`config.mk`:
```
export PLATFORM = sky130hd
export DESIGN_NAME = icnt_timer
export DESIGN_NICKNAME = d
export VERILOG_FILES = /design/src/rtl/icnt_pkg.sv /design/src/rtl/icnt_decode.sv /design/src/rtl/icnt_count.sv /design/src/rtl/icnt_fsm.sv /design/src/rtl/icnt_timer.sv
export SDC_FILE = /design/constraint.sdc
export NUM_CORES = 1
export LEC_CHECK = 0
export ABC_AREA = 1
export BUFFER_PORTS_ARGS = -buffer_cell sky130_fd_sc_hd__buf_2
export CAP_MARGIN = 20
export CORE_ASPECT_RATIO = 0.8
export CORE_MARGIN = 2
export CORE_UTILIZATION = 30
export DETAILED_ROUTE_END_ITERATION = 7
export MAX_ROUTING_LAYER = met4
export PLACE_DENSITY = 0.57
export SETUP_SLACK_MARGIN = 0.3
export SLEW_MARGIN = 10
export SYNTH_ARGS = -nofsm -noshare
export SYNTH_HDL_FRONTEND = slang
export SYNTH_HIERARCHICAL = 1
export SYNTH_SLANG_ARGS = --single-unit
```
`constraint.sdc`:
```
create_clock -name clk -period 3.3 [get_ports clk]
set_clock_uncertainty 0.1 [all_clocks]
set_input_delay 0.99 -clock clk [delete_from_list [all_inputs] [get_ports clk]]
set_output_delay 0.99 -clock clk [all_outputs]
set_load 0.02 [all_outputs]
```
`src/rtl/icnt_pkg.sv`:
```
package icnt_pkg;

    typedef enum logic [1:0] {
        ST_FREE  = 2'd0,
        ST_ARMED = 2'd1,
        ST_HIT   = 2'd2
    } icnt_state_e;

    localparam int unsigned OFF_LIMIT      = 0;
    localparam int unsigned OFF_COUNT      = 1;
    localparam int unsigned OFF_LIMIT_KEEP = 2;

endpackage

```
`src/rtl/icnt_decode.sv`:
```
module icnt_decode #(
    parameter int unsigned ADDR_W = 3,
    parameter int unsigned DATA_W = 32,
    parameter int unsigned FRAC_W = 9,
    parameter int unsigned CW     = DATA_W - 1 - FRAC_W
) (
    input  logic [ADDR_W-1:0] addr,
    input  logic              wr_en,
    input  logic              rd_en,
    input  logic              flag,
    input  logic [CW-1:0]     cnt,
    input  logic [CW-1:0]     lim,
    output logic              wr_lim,
    output logic              wr_keep,
    output logic              rd_lim,
    output logic [DATA_W-1:0] rdata
);
    import icnt_pkg::*;

    logic sel_lim;
    logic sel_cnt;
    logic sel_keep;

    assign sel_lim  = (addr == ADDR_W'(OFF_LIMIT));
    assign sel_cnt  = (addr == ADDR_W'(OFF_COUNT));
    assign sel_keep = (addr == ADDR_W'(OFF_LIMIT_KEEP));

    assign wr_lim  = wr_en & sel_lim;
    assign wr_keep = wr_en & sel_keep;
    assign rd_lim  = rd_en & sel_lim;

    always_comb begin
        rdata = '0;
        if (sel_lim) begin
            rdata = {flag, lim, {FRAC_W{1'b0}}};
        end else if (sel_cnt) begin
            rdata = {flag, cnt, {FRAC_W{1'b0}}};
        end
    end

endmodule

```
`src/rtl/icnt_count.sv`:
```
module icnt_count #(
    parameter int unsigned CW = 22
) (
    input  logic          clk,
    input  logic          rst_n,
    input  logic          tick,
    input  logic          clr,
    input  logic          ld,
    input  logic [CW-1:0] ld_val,
    output logic [CW-1:0] cnt,
    output logic [CW-1:0] lim,
    output logic          lim_nz_next,
    output logic          match
);
    logic [CW-1:0] cnt_q;
    logic [CW-1:0] lim_q;
    logic [CW-1:0] cnt_inc;

    assign cnt_inc     = cnt_q + CW'(1);
    assign match       = tick && !clr && (lim_q != '0) && (cnt_inc == lim_q);
    assign lim_nz_next = ld ? (ld_val != '0) : (lim_q != '0);

    always_ff @(posedge clk or negedge rst_n) begin
        if (!rst_n) begin
            cnt_q <= '0;
        end else if (clr) begin
            cnt_q <= '0;
        end else if (tick) begin
            cnt_q <= match ? '0 : cnt_inc;
        end
    end

    always_ff @(posedge clk or negedge rst_n) begin
        if (!rst_n) begin
            lim_q <= '0;
        end else if (ld) begin
            lim_q <= ld_val;
        end
    end

    assign cnt = cnt_q;
    assign lim = lim_q;

endmodule

```
`src/rtl/icnt_fsm.sv`:
```
module icnt_fsm (
    input  logic clk,
    input  logic rst_n,
    input  logic limit_load,
    input  logic match,
    input  logic ack,
    input  logic lim_nz_next,
    output logic flag,
    output logic irq
);
    import icnt_pkg::*;

    icnt_state_e state_q;
    icnt_state_e state_d;
    icnt_state_e idle_d;

    assign idle_d = lim_nz_next ? ST_ARMED : ST_FREE;

    always_comb begin
        state_d = state_q;
        if (limit_load) begin
            state_d = idle_d;
        end else if (match) begin
            state_d = ST_HIT;
        end else begin
            unique case (state_q)
                ST_HIT:   state_d = ack ? idle_d : ST_HIT;
                ST_FREE:  state_d = idle_d;
                ST_ARMED: state_d = idle_d;
                default:  state_d = ST_FREE;
            endcase
        end
    end

    always_ff @(posedge clk or negedge rst_n) begin
        if (!rst_n) begin
            state_q <= ST_FREE;
        end else begin
            state_q <= state_d;
        end
    end

    always_comb begin
        flag = (state_q == ST_HIT);
        irq  = (state_q == ST_HIT);
    end

endmodule

```
`src/rtl/icnt_timer.sv`:
```
module icnt_timer #(
    parameter int unsigned ADDR_W = 3,
    parameter int unsigned DATA_W = 32,
    parameter int unsigned FRAC_W = 9
) (
    input  logic              clk,
    input  logic              rst_n,
    input  logic              tick,
    input  logic [ADDR_W-1:0] addr,
    input  logic              wr_en,
    input  logic              rd_en,
    input  logic [DATA_W-1:0] wdata,
    output logic [DATA_W-1:0] rdata,
    output logic              irq
);
    localparam int unsigned CW = DATA_W - 1 - FRAC_W;

    logic          wr_lim;
    logic          wr_keep;
    logic          rd_lim;
    logic          flag;
    logic          s_match;
    logic          lim_nz_next;
    logic [CW-1:0] s_cnt;
    logic [CW-1:0] s_lim;
    logic          unused_wbits;

    assign unused_wbits = ^{wdata[DATA_W-1], wdata[FRAC_W-1:0]};

    icnt_decode #(
        .ADDR_W(ADDR_W),
        .DATA_W(DATA_W),
        .FRAC_W(FRAC_W),
        .CW    (CW)
    ) u_decode (
        .addr   (addr),
        .wr_en  (wr_en),
        .rd_en  (rd_en),
        .flag   (flag),
        .cnt    (s_cnt),
        .lim    (s_lim),
        .wr_lim (wr_lim),
        .wr_keep(wr_keep),
        .rd_lim (rd_lim),
        .rdata  (rdata)
    );

    icnt_count #(
        .CW(CW)
    ) u_count (
        .clk        (clk),
        .rst_n      (rst_n),
        .tick       (tick),
        .clr        (wr_lim),
        .ld         (wr_lim | wr_keep),
        .ld_val     (wdata[DATA_W-2:FRAC_W]),
        .cnt        (s_cnt),
        .lim        (s_lim),
        .lim_nz_next(lim_nz_next),
        .match      (s_match)
    );

    icnt_fsm u_fsm (
        .clk        (clk),
        .rst_n      (rst_n),
        .limit_load (wr_lim),
        .match      (s_match),
        .ack        (rd_lim),
        .lim_nz_next(lim_nz_next),
        .flag       (flag),
        .irq        (irq)
    );

endmodule

```
==> reports/qor.yml <==
yosys:
  synthCells: 616
  ys_seq_area_frac: 0.309
  yosys_warnings: 6
  syn_area_per_cell_um2: 6.05
  ys_ff_latch: 46
  ys_types: 31
  synth.cell_area_um2: 3730
worst_setup_path:
  crit_buf_inv: 3
  path_cells: "buf_2 -> nor2_8 -> clkbuf_16 -> nand3_1 -> nand2_1 -> buf_2"
  cp-endpoint: "rdata[27]"
  required_ps: 2210
  regToRegStartpoint: "u_count/cnt[0]$_DFFE_PN0P_"
  cp-end-kind: "primary output"
  path_common_cell: "buf_2"
  reg2regPathDepth: 15
  worstSetupPathType: "input port to primary output"
  worst_path_largest_cell_delay_ps: 220
  worst_ep_arrival_time_ps: 1860
  crit_cells: 6
  crit_family: "buffers and inverters"
  worst-path-max-fanout: 22
  cp-start-kind: "input port"
  critPathLaunch: "addr[1]"
  rr_endpoint: "u_count/cnt[12]$_DFFE_PN0P_"
  rrSetupSlack_ps: 630
  slowest_stage: "clkbuf_16"
drt:
  vias: 4008
  ant_nets: 0
  routed_wl_mm: 12.4
  wire_per_inst_um: 15.1
  dr.pass1.iters: 5
  drc_errors: 0
  viasPerCell: 4.88
  drt_iter0_markers: 368
timing:
  grt_setup_unrepaired: "false"
  hold_viol_final: 0
  setup_viol_count_final: 0
  worst_pin_slew_ps: 758
  fmax_ghz: 0.339
  min_period_ps: 2950
  slew_headroom: 0.490
  fin_setup_tns_ps: 0
  fin_crit_sh: 0.893
  whs_ps: 433
  slew_violations: 0
clocking:
  cts_tree: "yes"
  htree_levels: 2
  clk_path_buf_depth: 2
  clk_pin_slew_ps: 70
  cts_hold_buf: 0
  cts_sinks: 46
  cts_buffers: 5
  cts.repair.resized: 0
  insertion_delay_ps: 290
  root_buffer: "clkbuf_16"
  postCtsSetupRepairBufs: 0
global_route:
  grt_first_pass_wirelength_mm: 19.5
  grt_max_degree: 47
  antenna_found_initial: 0
  grt_usage: 0.189
  first_global_vias: 3747
  overflow: 0
hold_path:
  hold_class: "register to register"
floorplan:
  die_h_um: 104
  dieArea_um2: 13300
  io_pins: 73
  core_um2: 12200
  die_w_um: 129
  row_count: 36
  initial_core_util: 0.307
outcome:
  status: "completed"
final_layout:
  stdcell_area_um2: 4290
  final_cell_mix: "nand2_1 (235), nand3_1 (96), inv_1 (67)"
  syn_to_final_growth_pct: 14.9
  final_common_cell: "nand2_1"
  insertedDiodeCount: 0
  finalNetCount: 709
  nFillCells: 1361
  drive_above_1_share: 0.143
power_and_ir_drop:
  fin_total_pwr_mw: 1.85
  peakVddDrop_mv: 0.211
  comb_power_share: 0.305
  seqPwrFrac: 0.409
  clockPowerShare: 0.286
  netSwitchingFraction: 0.385
  p_sw_mw: 0.712
  powerDensity_nw_per_um2: 432
  power.internal_mw: 1.14
  total_leakage_power_nw: 2.20
placed_design:
  port_buffers: 53
  hpwlAfterDp_mm: 9.17
  placed_area_um2: 4110
  gp_congestion: 0.924
job:
  maxCapViolations: 0
worst reg2reg max path: stages (launching register included):
cell and delay, ps:
dfrtp_1 480, ha_1 250, nand2_1 120, nor2_2 240, nand2_1 230, nor2_4 210
nand3_1 100, nand2_1 100, nand2_1 70, nand2_1 70, nand2_1 70, nor2_2 120
nand3_2 80, buf_4 200, nand2_1 80, nand2_1 50
stage by stage:
step	util	instances	worst slack, ps
final	0.352	821	354
after global routing	0.352	821	313
after CTS	0.350	820	350
after detailed placement	0.338	812	356
after global placement	0.338	812	369
after floorplan	-	624	573
Yosys cell counts:
master | number | area (um2)
dlygate4sd3_1 | 2 | 20.0
buf_2 | 4 | 20.0
dfrtp_1 | 46 | 1150
inv_1 | 67 | 251
conb_1 | 1 | 3.75
nand3_1 | 97 | 485
and3_1 | 1 | 6.26
o22a_1 | 1 | 8.76
nand2_2 | 7 | 43.8
nand3_2 | 1 | 10.0
o21ai_1 | 1 | 5.00
buf_4 | 10 | 75.1
o21ai_0 | 24 | 120
xor3_1 | 1 | 23.8
a21oi_1 | 12 | 60.1
nor3_1 | 5 | 25.0
clkbuf_1 | 7 | 26.3
nand4_1 | 7 | 43.8
nor2_4 | 2 | 22.5
nor2_2 | 9 | 56.3
xor2_1 | 2 | 17.5
nor2_8 | 1 | 20.0
nor2_1 | 58 | 218
nor3b_1 | 1 | 7.51
a21oi_2 | 1 | 8.76
nor4_1 | 4 | 25.0
buf_6 | 6 | 67.6
ha_1 | 1 | 12.5
nand2_1 | 235 | 882
o21bai_1 | 1 | 7.51
inv_2 | 1 | 3.75
kinds of logic after synthesis:
family	share of synthesized area
and+or+nand+nor	0.495
other	0.00101
DFF	0.309
buffers and inverters	0.124
adders and majority gates	0.00336
AOI/OAI and AO/OA	0.0564
xor gates and xnor gates	0.0111
state kept, by name (all words and copies together) (netlist names):
register	flops
u_count/cnt	22
u_count/lim	22
u_fsm/state_q	2
worst min-delay path by stage:
stage	from	to	slack [ps]	cells after the start
2_1_floorplan	u_count/cnt[21]$_DFFE_PN0P_	u_count/cnt[21]$_DFFE_PN0P_	390	2
3_3_place_gp	u_fsm/state_q[1]$_DFF_PN0_	u_fsm/state_q[0]$_DFF_PN0_	410	3
3_5_place_dp	u_fsm/state_q[1]$_DFF_PN0_	u_fsm/state_q[0]$_DFF_PN0_	420	3
4_1_cts	u_fsm/state_q[1]$_DFF_PN0_	u_fsm/state_q[0]$_DFF_PN0_	430	3
5_1_grt	u_count/cnt[21]$_DFFE_PN0P_	u_count/cnt[21]$_DFFE_PN0P_	480	2
6_report	u_fsm/state_q[1]$_DFF_PN0_	u_fsm/state_q[0]$_DFF_PN0_	430	3
power groups by stage:
stage / registers, mW / logic [mW] / clock network [mW]
CTS: 0.756 / 0.557 / 0.539
floorplan: 0.735 / 0.398 / 0
finish: 0.756 / 0.565 / 0.530
global placement: 0.765 / 0.544 / 0
global route: 0.774 / 0.639 / 0.559
detailed placement: 0.766 / 0.554 / 0
layout make-up:
cell class | instances | area [um2] | share of cell area
clock buffers | 7 | 143 | 0.0333
inverters | 68 | 255 | 0.0596
well taps | 152 | 190 | 0.0444
multi-input cells | 481 | 2150 | 0.501
repair buffers | 66 | 393 | 0.0917
clock inverters | 1 | 5.00 | 0.00117
flip-flops and latches | 46 | 1150 | 0.269
layer usage:
metal,global-route usage,wire (um),vias to the layer above
met1,0.284,6340,1854
met4,0.0318,63,0
met2,0.272,5220,117
li1,-,-,2030
met5,-,0,-
met3,0.0269,778,7
(Power assumes the default switching activity.)
